[config.mk]
export PLATFORM = sky130hd
export DESIGN_NAME = ddr_init_seq
export DESIGN_NICKNAME = d
export VERILOG_FILES = /design/src/rtl/ddr_init_pkg.sv /design/src/rtl/ddr_init_timer.sv /design/src/rtl/ddr_init_cmd_rom.sv /design/src/rtl/ddr_init_seq.sv
export SDC_FILE = /design/constraint.sdc
export NUM_CORES = 1
export LEC_CHECK = 0
export BUFFER_PORTS_ARGS = -buffer_cell sky130_fd_sc_hd__buf_2
export CAP_MARGIN = 20
export CORE_UTILIZATION = 30
export DETAILED_ROUTE_END_ITERATION = 10
export PLACE_DENSITY = 0.5
export SLEW_MARGIN = 30
export SYNTH_ARGS = -nofsm -noshare
export SYNTH_HDL_FRONTEND = slang
export SYNTH_SLANG_ARGS = --single-unit
[constraint.sdc]
create_clock -name clk -period 5.6 [get_ports clk]
set_clock_uncertainty 0.2 [all_clocks]
set_input_delay 0 -clock clk [delete_from_list [all_inputs] [get_ports clk]]
set_output_delay 0 -clock clk [all_outputs]
set_load 0.05 [all_outputs]
[src/rtl/ddr_init_pkg.sv]
package ddr_init_pkg;

    localparam int CMD_W   = 18;
    localparam int BANK_W  = 2;
    localparam int ADDR_W  = 13;
    localparam int N_STEPS = 6;
    localparam int STEP_W  = $clog2(N_STEPS + 1);

    typedef logic [CMD_W-1:0] cmd_word_t;

    // Build a packed command: active-low strobes on top, then bank, then address
    function automatic cmd_word_t mk_cmd(input logic ras_n, input logic cas_n,
                                         input logic we_n,
                                         input logic [BANK_W-1:0] bank,
                                         input logic [ADDR_W-1:0] addr);
        return {ras_n, cas_n, we_n, bank, addr};
    endfunction

    // Mode register fields
    localparam logic [ADDR_W-1:0] MR_BURST8   = 13'h003;
    localparam logic [ADDR_W-1:0] MR_CL25     = 13'h060;
    localparam logic [ADDR_W-1:0] MR_DLL_RST  = 13'h100;
    // Extended mode register fields (bit0 = 0 keeps the DLL enabled)
    localparam logic [ADDR_W-1:0] EMR_WEAK_DRV = 13'h002;

    localparam cmd_word_t CMD_NOP     = mk_cmd(1'b1, 1'b1, 1'b1, 2'b00, '0);
    localparam cmd_word_t CMD_PRE_ALL = mk_cmd(1'b0, 1'b1, 1'b0, 2'b11, '1);
    localparam cmd_word_t CMD_EMR     = mk_cmd(1'b0, 1'b0, 1'b0, 2'b01, EMR_WEAK_DRV);
    localparam cmd_word_t CMD_MR_RST  = mk_cmd(1'b0, 1'b0, 1'b0, 2'b00,
                                               MR_DLL_RST | MR_CL25 | MR_BURST8);
    localparam cmd_word_t CMD_REFRESH = mk_cmd(1'b0, 1'b0, 1'b1, 2'b00, '0);
    localparam cmd_word_t CMD_MR_RUN  = mk_cmd(1'b0, 1'b0, 1'b0, 2'b00,
                                               MR_CL25 | MR_BURST8);

    typedef enum logic [1:0] {
        ST_IDLE = 2'd0,
        ST_PWR  = 2'd1,
        ST_GAP  = 2'd2,
        ST_ON   = 2'd3
    } seq_st_e;

    typedef struct packed {
        seq_st_e           st;
        logic [STEP_W-1:0] step;
        logic              vld;
        cmd_word_t         word;
        logic              on;
    } seq_state_t;

endpackage

[src/rtl/ddr_init_timer.sv]
module ddr_init_timer #(
    parameter int CNT_W = 16
) (
    input  logic             clk,
    input  logic             rst_n,
    input  logic             load_i,
    input  logic [CNT_W-1:0] load_val_i,
    output logic             zero_o
);
    logic [CNT_W-1:0] cnt_d, cnt_q;

    always_comb begin
        cnt_d = cnt_q;
        if (load_i)
            cnt_d = load_val_i;
        else if (cnt_q != '0)
            cnt_d = cnt_q - 1'b1;
    end

    always_ff @(posedge clk or negedge rst_n) begin
        if (!rst_n) cnt_q <= '0;
        else        cnt_q <= cnt_d;
    end

    assign zero_o = (cnt_q == '0);

    // once expired and not reloaded, the counter must not wrap around
    a_r5_no_wrap: assert property (@(posedge clk) disable iff (!rst_n)
        (zero_o && !load_i) |=> zero_o);

endmodule

[src/rtl/ddr_init_cmd_rom.sv]
module ddr_init_cmd_rom
    import ddr_init_pkg::*;
(
    input  logic [STEP_W-1:0] step_i,
    output cmd_word_t         word_o
);
    // fixed power-up order
    always_comb begin
        case (step_i)
            STEP_W'(0): word_o = CMD_PRE_ALL;
            STEP_W'(1): word_o = CMD_EMR;
            STEP_W'(2): word_o = CMD_MR_RST;
            STEP_W'(3): word_o = CMD_REFRESH;
            STEP_W'(4): word_o = CMD_REFRESH;
            STEP_W'(5): word_o = CMD_MR_RUN;
            default:    word_o = CMD_NOP;
        endcase
    end
endmodule

[src/rtl/ddr_init_seq.sv]
module ddr_init_seq
    import ddr_init_pkg::*;
#(
    parameter int CLK_MHZ     = 200,
    parameter int PWR_WAIT_US = 100,
    parameter int CMD_GAP_US  = 1
) (
    input  logic        clk,
    input  logic        rst_n,
    input  logic        start_i,
    output logic        cmd_valid_o,
    output logic [17:0] cmd_word_o,
    output logic        busy_o,
    output logic        sdram_on_o
);
    localparam int PWR_CYC = CLK_MHZ * PWR_WAIT_US;
    localparam int GAP_CYC = CLK_MHZ * CMD_GAP_US;
    localparam int MAX_CYC = (PWR_CYC > GAP_CYC) ? PWR_CYC : GAP_CYC;
    localparam int CNT_W   = $clog2(MAX_CYC + 1);

    seq_state_t       s_d, s_q;
    logic             t_load;
    logic [CNT_W-1:0] t_val;
    logic             t_zero;
    cmd_word_t        rom_word;

    ddr_init_timer #(.CNT_W(CNT_W)) u_timer (
        .clk        (clk),
        .rst_n      (rst_n),
        .load_i     (t_load),
        .load_val_i (t_val),
        .zero_o     (t_zero)
    );

    ddr_init_cmd_rom u_rom (
        .step_i (s_q.step),
        .word_o (rom_word)
    );

    always_comb begin
        s_d      = s_q;
        s_d.vld  = 1'b0;
        s_d.word = CMD_NOP;
        t_load   = 1'b0;
        t_val    = '0;
        case (s_q.st)
            ST_IDLE, ST_ON: begin
                if (start_i) begin
                    s_d.st   = ST_PWR;
                    s_d.on   = 1'b0;
                    s_d.step = '0;
                    t_load   = 1'b1;
                    t_val    = CNT_W'(PWR_CYC - 1);
                end
            end
            ST_PWR, ST_GAP: begin
                if (t_zero) begin
                    if (s_q.step == STEP_W'(N_STEPS)) begin
                        s_d.st = ST_ON;
                        s_d.on = 1'b1;
                    end else begin
                        s_d.st   = ST_GAP;
                        s_d.vld  = 1'b1;
                        s_d.word = rom_word;
                        s_d.step = s_q.step + 1'b1;
                        t_load   = 1'b1;
                        t_val    = CNT_W'(GAP_CYC - 1);
                    end
                end
            end
            default: s_d.st = ST_IDLE;
        endcase
    end

    always_ff @(posedge clk or negedge rst_n) begin
        if (!rst_n) begin
            s_q.st   <= ST_IDLE;
            s_q.step <= '0;
            s_q.vld  <= 1'b0;
            s_q.word <= CMD_NOP;
            s_q.on   <= 1'b0;
        end else begin
            s_q <= s_d;
        end
    end

    assign cmd_valid_o = s_q.vld;
    assign cmd_word_o  = s_q.word;
    assign sdram_on_o  = s_q.on;
    assign busy_o      = (s_q.st == ST_PWR) || (s_q.st == ST_GAP);

    // Spacing monitor for assertions: cycles since the last strobe
    logic [CNT_W-1:0] since_q;
    logic             seen_q;
    always_ff @(posedge clk or negedge rst_n) begin
        if (!rst_n) begin
            since_q <= '0;
            seen_q  <= 1'b0;
        end else if (cmd_valid_o) begin
            since_q <= '0;
            seen_q  <= 1'b1;
        end else if (since_q != '1) begin
            since_q <= since_q + 1'b1;
        end
    end

    a_r5_min_gap: assert property (@(posedge clk) disable iff (!rst_n)
        (cmd_valid_o && seen_q && busy_o && !$rose(busy_o)) |->
            (since_q >= CNT_W'(GAP_CYC - 1)));
    a_r5_gap_before_on: assert property (@(posedge clk) disable iff (!rst_n)
        $rose(sdram_on_o) |-> (since_q >= CNT_W'(GAP_CYC - 1)));
    a_r6_one_cycle: assert property (@(posedge clk) disable iff (!rst_n)
        cmd_valid_o |=> !cmd_valid_o);
    a_r6_nop_idle: assert property (@(posedge clk) disable iff (!rst_n)
        !cmd_valid_o |-> (cmd_word_o == CMD_NOP));
    a_r7_on_not_busy: assert property (@(posedge clk) disable iff (!rst_n)
        sdram_on_o |-> !busy_o);
    a_r9_start_clears_on: assert property (@(posedge clk) disable iff (!rst_n)
        (sdram_on_o && start_i) |=> (!sdram_on_o && busy_o));

endmodule

; Yosys cells after proc, flatten, opt, wreduce, memory -nomap -nowiden
; Cells that the tools add are included.
; W data, S select, Z words.
[word_totals]
out_inout_bits = 21
ff_bits = 40
word_cells = 53
inputBits = 3
[op_classes]
n_eq_ne = 13
n_addsub = 2
n_reduce_logical = 12
n_mux = 20
[op_table]
columns = cell, n
row1 = $pmux W18 S5, 1
row2 = $mux W15, 3
row3 = $pmux W15 S2, 1
row4 = $mux W25, 1
row5 = $mux W22, 1
row6 = $mux W19, 1
row7 = $mux W8, 2
row8 = $logic_not A15 Y1, 1
row9 = $reduce_bool A15 Y1, 1
row10 = $sub A15 B1 Y15 const B, 1
row11 = $pmux W5 S2, 1
row12 = $eq A3 B3 Y1 const B, 3
row13 = $ne A2 B2 Y1 const B, 4
row14 = $eq A3 B2 Y1 const B, 2
row15 = $mux W1, 6
row16 = $reduce_and A3 Y1, 2
row17 = $reduce_or A2 Y1, 3
row18 = $mux W5, 1
row19 = $eq A2 B2 Y1 const B, 2
row20 = $pmux W1 S2, 2
row21 = $add A3 B1 Y3 const B, 1
row22 = $eq A3 B1 Y1 const B, 1
row23 = $logic_not A3 Y1, 1
row24 = $eq A2 B1 Y1 const B, 1
row25 = 4 further kinds, 4

; Longest topological paths before layout
; Gate-level depths: netlist of the first run.
[logic_depth]
ltp_word = 6
mapped_depth = 7
depth_no_buf = 6

; Hierarchy
; From an unflattened synthesis of the first run, not the netlist that was laid out.
[hier_totals]
cells_unflattened = 188
hier_area_um2 = 2045.7
[modules_own_cells]
columns = module, cells_each, area_per_inst_um2, instances, seq_area_each_um2
row1 = ddr_init_seq, 90, 1083.5, 1, 629.4
row2 = ddr_init_timer, 79, 829.5, 1, 375.4
row3 = ddr_init_cmd_rom, 19, 132.6, 1, 0.0

; Worst setup path before layout of the first run
; Ideal clock, no wire load.
[synth_path]
path_type = register to register
startpoint = reg u_timer.cnt_q[3]
endpoint = reg u_timer.cnt_q[13]
setup_ps = 78
stages_incl_launch_ff = 5
path_slack_ps = 3485
synth_period_minus_slack_ps = 2115
required_time_ps = 5322
n_path_buf = 0
arrival_time_ps = 1837
path_cell_list = dfrtp_1 > or4_4 > or4_1 > a2111o_1 > a21oi_1
[synth_between]
elab_chain_cells = 4
elab_cells_between_ends = 8
cone_classes = add/sub: 1 / mux: 4 / reduce/logical: 3
[synth_lines]
columns = element, line_no
row1 = from (decl), ddr_init_timer.sv:10  ; logic [CNT_W-1:0] cnt_d, cnt_q;
row2 = from (signal assigned), ddr_init_timer.sv:22  ; else cnt_q <= cnt_d;
row3 = "parallel branches: the longest is 4 deep, another holds $sub A15 B1 Y15", --
; Parallel ways; which one is timed is not known. The select of a mux whose other input is x is not followed.
; A chain may end at the register's enable or synchronous reset.

; Final worst setup path of the first run
[layout_path]
startpoint = reg u_timer.cnt_q[6]
endpoint = reg u_timer.cnt_q[4]
[layout_between]
elab_chain_cells = 4
elab_cells_between_ends = 8
cone_classes = mux: 5 / reduce/logical: 3
[layout_lines]
columns = element, line_no
row1 = $logic_not A15 Y1, ddr_init_timer.sv:25  ; assign zero_o = (cnt_q == '0);
row2 = $mux W8 or $mux W1 (tied branches), ddr_init_seq.sv:57  ; if (t_zero) begin
row3 = $pmux W15 S2 or $pmux W1 S2 (tied branches), ddr_init_seq.sv:46  ; case (s_q.st)
row4 = $mux W15 or $reduce_bool A2 Y1 (tied branches), --
; Parallel ways exist; a longest one is shown, timed or not.

==> summary.md, run 1 <==
| Metric | Value |
|---|---|
| DR WL/cell | 13.2 um |
| Post-Synthesis Cells | 155 |
| Maximum vdd drop | 0.000206 V |
| Worst slew pin tran | 693 ps |
| All-Layer GR Usage | 12.8% |
| RSZ-0062 raised after global routing | false |
| Final period util | 42.5% |
| Fillers | 518 |
| # DRC | 0 |
| H-tree Lvls | 2 |
| Die H | 74.2 um |
| Post-synthesis sequential area ratio | 48.2% |
| CP required | 5590 ps |
| N_diodes | 0 |
| Num CTS Buffers | 5 |
| Max-cap viol count | 0 |
| Clock transition at path regs | 70 ps |
| Clk root buf | clkbuf_8 |
| Period minus WS final | 2380 ps |
| ANT nets after route | 0 |
| Top_reg_cell synth | dfrtp_1 |
| Worst slew margin | 53.4% |
| Avg Cell Area, Syn | 10.1 um^2 |
| Yosys warnings | 0 |
| Worst-case clock buffer depth | 2 |
| Multi-input gate area | 642 um^2 |
| Final wirelength | 3.05 mm |
| Sequential Power Share | 51.7% |
| # IOs | 24 |
| Synth Cell Area | 1560 um^2 |
| Comb power frac | 20.1% |
| Worst setup SP type | flop |
| CTS tree | done |
| Largest net degree at the start of global routing | 31 |
| Crit Path Category | reg2reg |
| Pwr Total | 578 uW |
| Register Area | 754 um^2 |
| Arrival time worst endpoint | 2370 ps |
| Layout Nets | 168 |
| Core Region | 4880 um^2 |
| Die width | 74.2 um |
| Final Wtd Congestion | 0.819 |
| Vias in the first global route | 1,116 |
| CTS Sinks | 30 |
| Clk Latency, worst-skew pair | 290 ps |
| Post-synthesis net count | 160 |
| Setup TNS | 0 ps |
| Power per cell area | 340 nW/um^2 |
| IO buf count | 23 |
| Maximum fanout along the worst path | 8 |
| Dpl hpwl | 2.18 mm |
| Final-report setup violation count | 0 |
| Slew Viols, Final | 0 |
| Gr ovfl total | 0 |
| Synth Register Bits | 30 |
| Most frequent cells in the layout | dfrtp_1, buf_2, nand2_1, o21ai_1, nor2_1 |
| Post-DR vias/cell | 4.89 |
| Clock share of power | 28.2% |
| Std cell rows | 25 |
| Initial antenna violation count | 0 |
| Drt pass-1 iters | 4 |
| First-pass GRT wire length | 5.20 mm |
| Starting Density | 32.1% |
| Detailed-route via count | 1,130 |
| Die area | 5510 um^2 |
| Setup crit end kind | flop |
| Initial DRC Count | 31 |
| Count of final hold-check violations | 0 |
| Post-synth EDFFs | 0 |
| Outcome | finished clean |
| Most common cell after layout, fill and taps aside | dfrtp_1 |
| Sw Ratio | 32.7% |
| Hold crit path type | in2async |
| Static Leak | 0.000704 uW |
| Library cells used by synthesis | 45 |
| Async SR Flop Fraction | 100% |
| Internal power | 389 uW |
| Fraction of layout cells with a size suffix above 1 | 23.2% |
| Area added between synthesis and finish | 8.64% |
| Post-CTS sizing | 0 |
| Max Freq | 420 MHz |
| P_sw | 189 uW |
-- registers in the layout (all words and copies together) (netlist names) --
| register | count |
|---|---|
| cmd_word_o | 8 |
| cmd_valid_o | 1 |
| s_q | 5 |
| sdram_on_o | 1 |
| u_timer.cnt_q | 15 |
-- critical path: stages, from the launching register on --
cell,delay (ps)
dfrtp_1,440
nor4_1,650
nand4_1,490
and4_1,380
o21ai_1,120
-- synth_stat cells (2+ instances only) --
cell type / count / area, um^2
nor3_1: 3 / 15.0
a2111o_1: 2 / 22.5
dfrtp_1: 27 / 676
nor3b_1: 2 / 15.0
nor2b_1: 2 / 12.5
clkbuf_1: 2 / 7.51
nor4_1: 2 / 12.5
inv_2: 2 / 7.51
o211ai_1: 4 / 30.0
o21ai_0: 2 / 10.0
o21ai_1: 9 / 45.0
or2_1: 2 / 12.5
and2_1: 2 / 12.5
nor2_1: 7 / 26.3
dfstp_2: 3 / 78.8
a211oi_1: 2 / 15.0
xor2_1: 3 / 26.3
a21oi_1: 3 / 15.0
buf_2: 2 / 10.0
nand3b_1: 3 / 22.5
ha_1: 2 / 25.0
o311ai_1: 2 / 17.5
and4_1: 2 / 17.5
nand3_1: 6 / 30.0
nand2_1: 14 / 52.6
or4_1: 4 / 30.0
buf_4: 18 / 135
xnor2_1: 3 / 26.3
o22ai_1: 3 / 18.8
o221ai_1: 2 / 17.5
-- through the flow --
step	hold WS [ps]	util, %	cell area, um^2	std cells	setup WS, ps
after floorplan	-496	-	1560	155	3490
after global placement	-130	32.9	1610	222	3280
after detailed placement	-130	32.9	1610	222	3230
after CTS	106	34.8	1700	231	3200
after global routing	167	34.8	1700	231	3000
final	78.8	34.8	1700	231	3220
-- what timing repair did --
item,in CTS,in global routing
setup endpoints to repair,0,0
hold buffers,1,0
endpoints found under the hold margin,30,0
setup buffers,0,0
-- cell families after synthesis --
| logic type | Yosys count | synth area share [%] |
|---|---|---|
| adder cells (fa/ha/maj) | 2 | 1.60 |
| buffers and inverters | 26 | 10.7 |
| flip-flops | 30 | 48.2 |
| AND/OR/NAND/NOR | 56 | 20.6 |
| multiplexers | 2 | 1.36 |
| XOR/XNOR | 6 | 3.36 |
| AO/OA/AOI/OAI | 33 | 14.2 |
-- worst paths after layout --
check / endpoint / cells past startpoint / slack [ps] / from
max: u_timer.cnt_q[4]$_DFFE_PN0P_ / 4 / 3220 / u_timer.cnt_q[6]$_DFFE_PN0P_
min: s_q[23]$_DFFE_PN0P_ / 2 / 80 / rst_n
max in group asynchronous: s_q[24]$_DFFE_PN0P_ / 2 / 4690 / rst_n
min in group clk: u_timer.cnt_q[14]$_DFFE_PN0P_ / 3 / 110 / start_i
min reg2reg: sdram_on_o$_DFFE_PN0P_ / 2 / 290 / sdram_on_o$_DFFE_PN0P_
max reg2reg: u_timer.cnt_q[4]$_DFFE_PN0P_ / 4 / 3220 / u_timer.cnt_q[6]$_DFFE_PN0P_
-- power by group through the flow --
stage	Combinational [uW]	Sequential [uW]	Clock, uW
after floorplan	90.3	290	0
after global placement	113	300	0
after detailed placement	115	301	0
after CTS	117	297	168
after global routing	135	304	180
final	116	299	163
-- layer usage --
metal	vias to the layer above	wire length [um]	part of all wire (%)	GRT usage [%]
li1	564	-	-	-
met1	543	1510	49	15.6
met2	19	1430	47	21.1
met3	4	86	2.8	4.88
met4	0	21	0.69	3.85
met5	-	0	0	0
-- layout make-up --
class / count / share of cell area, %
Sequential cell: 30 / 44.4
Clock inverter: 2 / 0.589
Timing Repair Buffer: 24 / 7.36
Tap cell: 67 / 4.93
Clock buffer: 6 / 4.27
Inverter: 3 / 0.663
Multi-Input combinational cell: 99 / 37.8
No activity file was read; power rests on OpenSTA's default activity.
==> run 2, diff against run 1 <==
clock period = 2.2 ns   (was 5.6 ns; I/O delays follow)
==> run 2 against run 1 <==
  * Final cell count grew 6.5%
  * Highest routed layer unchanged
  * Design area grew 8.0%
  * Largest cell class unchanged
  * Utilization grew 2.8 points
  * Worst setup slack lost 3200 ps
==> summary.md, run 2 (synthesis gave the netlist of run 1 again) <==
| Metric | Value |
|---|---|
| Register with the most flip-flops | u_timer.cnt_q |
| Count of final hold-check violations | 0 |
| CP required | 2200 ps |
| # IOs | 24 |
| Std cell rows | 25 |
| Post-DR vias/cell | 4.96 |
| Core Region | 4880 um^2 |
| CTS Sinks | 30 |
| Maximum fanout along the worst path | 3 |
| Slew Viols, Final | 0 |
| Pwr Total | 1600 uW |
| Max reg flops | 15 |
| Worst-case clock buffer depth | 2 |
| Starting Density | 32.1% |
| Max Freq | 464 MHz |
| Worst slew margin | 55.4% |
| Fraction of layout cells with a size suffix above 1 | 31.8% |
| Worst-case hold slack | 88.0 ps |
| Layout Nets | 183 |
| Die area | 5510 um^2 |
| Clock transition at path regs | 70 ps |
| CTS tree | done |
| Clk root buf | clkbuf_8 |
| Final wirelength | 3.40 mm |
| Outcome | finished clean |
| Setup crit end kind | flop |
| IO buf count | 23 |
| N_diodes | 0 |
| Die H | 74.2 um |
| First-pass GRT wire length | 5.52 mm |
| ANT nets after route | 0 |
| Post-CTS Setup Bufs | 0 |
| Most frequent cells in the layout | dfrtp_1, buf_2, buf_4, nand2_1, o21ai_1 |
| Gr ovfl total | 0 |
| Area added between synthesis and finish | 17.3% |
| Final period util | 97.9% |
| All-Layer GR Usage | 13.4% |
| Most common cell after layout, fill and taps aside | dfrtp_1 |
| Die width | 74.2 um |
| Hold crit path type | in2async |
| Largest net degree at the start of global routing | 31 |
| Dpl hpwl | 2.38 mm |
| Power per cell area | 871 nW/um^2 |
| Crit Path Category | reg2reg |
| Worst setup SP type | flop |
| DR WL/cell | 13.8 um |
| Worst slew pin tran | 669 ps |
| Static Leak | 0.000785 uW |
| Period minus WS final | 2150 ps |
| H-tree Lvls | 2 |
| Maximum vdd drop | 0.000376 V |
| Initial DRC Count | 73 |
| Max-cap viol count | 0 |
| # DRC | 0 |
| Initial antenna violation count | 0 |
| Clk Latency, worst-skew pair | 280 ps |
| Final-report setup violation count | 0 |
| Detailed-route via count | 1,219 |
| Vias in the first global route | 1,139 |
| Drt pass-1 iters | 4 |
| Arrival time worst endpoint | 2160 ps |
| Num CTS Buffers | 5 |
| Final Wtd Congestion | 0.808 |
[run 2: layout make-up]
type	count	area, um^2
Clock buffer	7	86.3
Clock inverter	1	5.00
Fill cell	515	3050
Multi-Input combinational cell	99	656
Sequential cell	30	754
Timing Repair Buffer	39	238
Tap cell	67	83.8
Inverter	3	11.3
[run 2: path summary, 6_finish.rpt]
check                      slack (ps)                       endpoint                    startpoint  cells past startpoint
setup / recovery                   50  u_timer.cnt_q[13]$_DFFE_PN0P_  u_timer.cnt_q[3]$_DFFE_PN0P_                      4
hold / removal                     90   u_timer.cnt_q[2]$_DFFE_PN0P_                         rst_n                      2
setup reg to reg                   50  u_timer.cnt_q[13]$_DFFE_PN0P_  u_timer.cnt_q[3]$_DFFE_PN0P_                      4
hold reg to reg                   300         sdram_on_o$_DFFE_PN0P_        sdram_on_o$_DFFE_PN0P_                      2
max in group asynchronous        1260          cmd_valid_o$_DFF_PN0_                         rst_n                      2
min in group clk                  160  u_timer.cnt_q[14]$_DFFE_PN0P_                       start_i                      3
[run 2: stage by stage]
stage               cell area [um^2]  util (%)  worst slack, ps  cells  setup TNS, ps
finish                          1830      37.6             45.9    246              0
global placement                1720      35.2              103    237              0
global route                    1830      37.6            -18.6    246          -18.6
CTS                             1820      37.3             32.3    246              0
floorplan                       1560         -             85.5    155              0
detailed placement              1720      35.2             50.1    237              0
[run 2: where the power goes]
group / switching, uW / total, uW / internal (uW)
Clock: 198 / 450 / 252
Sequential: 79.7 / 718 / 638
Combinational: 226 / 431 / 204
Total: 504 / 1600 / 1090
[run 2: critical path, cell delays in order, from the launching register on]
cell,delay (ps)
dfrtp_1,380
or4_4,540
or4_4,440
a2111o_1,380
a21oi_2,140
[run 2: timing repair]
action | 4_1_cts | 5_1_grt
hold buffers | 1 | 0
setup endpoints to repair | 0 | 2
endpoints found under the hold margin | 30 | 0
gates resized for setup | 0 | 4
[run 2: per-layer routing]
layer  wire length [um]  global-route usage (%)
met5                  0                       0
met1               1530                    18.1
met3                108                    3.66
met4                 21                    4.49
met2               1740                    20.7
==> run 3, diff against run 2 <==
CELL_PAD_IN_SITES_DETAIL_PLACEMENT = 1   (was unset)
CELL_PAD_IN_SITES_GLOBAL_PLACEMENT = 1   (was unset)
PLACE_DENSITY = 0.6   (was 0.5)
==> run 3 against run 2 <==
  * Clock power up 56%
  * Worst setup slack worse by 32 ps
  * Count of clock-buffer cells in the layout decreased by 1
  * Sequential cell count unchanged
  * Hold slack worse by 4.1 ps
  * Via count grew 1.1%
  * Global-route usage grew 3.1 points
  * Non-clock buffer count fell by 1
  * Final cell count shrank 0.41%
  * Register-to-register slack got worse by 30 ps
  * Largest cell class unchanged
  * First-iteration DRC count down 66%
  * Sequential share of layout area down 1.1 points
==> summary.md, run 3 (synthesis gave the netlist of run 1 again) <==
| Metric | Value |
|---|---|
| R2R depth | 4 |
| Static Leak | 0.000805 uW |
| # DRC | 0 |
| Reg2reg start | u_timer.cnt_q[3]$_DFFE_PN0P_ |
| Final wirelength | 3.91 mm |
| Final instance area | 1880 um^2 |
| Die H | 74.2 um |
| Setup crit end kind | flop |
| N_diodes | 0 |
| Most common cell after layout, fill and taps aside | dfrtp_1 |
| Crit Path Category | reg2reg |
| Die width | 74.2 um |
| Arrival time worst endpoint | 2200 ps |
| CTS Sinks | 30 |
| Sequential Power Share | 38.2% |
| Most frequent cells in the layout | dfrtp_1, buf_2, nand2_1, buf_4, o21ai_1 |
| Die area | 5510 um^2 |
| Maximum vdd drop | 0.000329 V |
| Setup TNS | 0 ps |
| Worst setup SP type | flop |
| P_sw | 546 uW |
| Internal power | 1340 uW |
| CTS tree | done |
| Clk root buf | clkbuf_8 |
| CP required | 2210 ps |
| DR WL/cell | 16.0 um |
| RSZ-0062 raised after global routing | true |
| Power per cell area | 999 nW/um^2 |
| Final-report setup violation count | 0 |
| IO buf count | 23 |
| Reg2Reg Setup Slack | 10 ps |
| Post-CTS Setup Bufs | 0 |
| Placed inst area | 1710 um^2 |
| ANT nets after route | 0 |
| Register with the most flip-flops | u_timer.cnt_q |
| Sw Ratio | 29.0% |
| R2R Path End | u_timer.cnt_q[13]$_DFFE_PN0P_ |
| Slew Viols, Final | 0 |
| Final period util | 99.4% |
| Clk Latency, worst-skew pair | 290 ps |
| Register Area | 754 um^2 |
| Max-cap viol count | 0 |
| Fraction of layout cells with a size suffix above 1 | 32.6% |
| Worst slew pin tran | 687 ps |
| H-tree Lvls | 2 |
| Clock transition at path regs | 70 ps |
| Core Region | 4880 um^2 |
| Final Wtd Congestion | 0.818 |
| Worst-case clock buffer depth | 2 |
| Max Freq | 457 MHz |
| Outcome | finished clean |
| Gr ovfl total | 0 |
| Fillers | 583 |
| Count of final hold-check violations | 0 |
| Std cell rows | 25 |
| Hold crit path type | in2async |
| All-Layer GR Usage | 16.5% |
| Area added between synthesis and finish | 20.5% |
| # IOs | 24 |
| Detailed-route via count | 1,233 |
| Worst slew margin | 54.2% |
| Max reg flops | 15 |
| Starting Density | 32.1% |
| Num CTS Buffers | 5 |
| Maximum fanout along the worst path | 3 |
| Comb power frac | 24.5% |
| Dpl hpwl | 2.81 mm |
| Largest net degree at the start of global routing | 31 |
| Initial antenna violation count | 0 |
| Drt pass-1 iters | 4 |
| Vias in the first global route | 1,299 |
| Post-DR vias/cell | 5.03 |
| Multi-input gate area | 662 um^2 |
| Clock share of power | 37.3% |
| First-pass GRT wire length | 6.53 mm |
| Layout Nets | 182 |
| Period minus WS final | 2190 ps |
| Initial DRC Count | 25 |
[run 3: power groups by stage]
stage	combinational (uW)	sequential, uW	clock (uW)
floorplan	230	738	0
global placement	429	715	0
detailed placement	449	727	0
CTS	453	718	721
global route	520	729	752
finish	461	719	703
[run 3: worst max-delay path by stage]
stage / start / to / slack [ps] / cells after the start
6_report: u_timer.cnt_q[3]$_DFFE_PN0P_ / u_timer.cnt_q[13]$_DFFE_PN0P_ / 10 / 4
5_1_grt: u_timer.cnt_q[3]$_DFFE_PN0P_ / u_timer.cnt_q[13]$_DFFE_PN0P_ / -50 / 4
4_1_cts: u_timer.cnt_q[6]$_DFFE_PN0P_ / u_timer.cnt_q[13]$_DFFE_PN0P_ / -0.8 / 4
3_5_place_dp: u_timer.cnt_q[3]$_DFFE_PN0P_ / u_timer.cnt_q[13]$_DFFE_PN0P_ / 6 / 4
3_3_place_gp: u_timer.cnt_q[3]$_DFFE_PN0P_ / u_timer.cnt_q[13]$_DFFE_PN0P_ / 80 / 4
2_1_floorplan: u_timer.cnt_q[3]$_DFFE_PN0P_ / u_timer.cnt_q[13]$_DFFE_PN0P_ / 90 / 4
[run 3: final cells by class]
type	instances	share of cell area [%]
multi-input combinational	99	35.1
tap	67	4.45
sequential	30	40.0
clock inverter	2	3.19
inverter	3	0.598
timing repair buffer	38	12.2
clock buffer	6	4.38
[run 3: what timing repair did]
action	in CTS	in global routing
setup endpoints to repair	1	9
endpoints found under the hold margin	30	0
resized for setup	1	5
hold buffers	1	0
[run 3: stage by stage]
step | setup WS (ps) | cells | hold slack [ps] | total power (uW) | utilization [%]
floorplan | 85.5 | 155 | -496 | 968 | -
global placement | 83.8 | 236 | -134 | 1140 | 35.1
detailed placement | 6.11 | 236 | -118 | 1180 | 35.1
CTS | -0.804 | 245 | 111 | 1890 | 38.3
global route | -52.8 | 245 | 157 | 2000 | 38.6
finish | 13.6 | 245 | 83.9 | 1880 | 38.6
[run 3: layer usage]
layer	wire, um	part of all wire [%]	up-vias	global-route usage, %
met5	0	0	-	0
met4	48	1.2	0	7.05
met3	177	4.5	4	5.42
met2	1880	48	25	25.9
met1	1800	46	618	20.8
li1	-	-	586	-
[run 3: critical path: stages, from the launching register on]
cell	delay [ps]
dfrtp_1	400
or4_4	560
or4_4	430
a2111o_1	370
a21oi_2	140
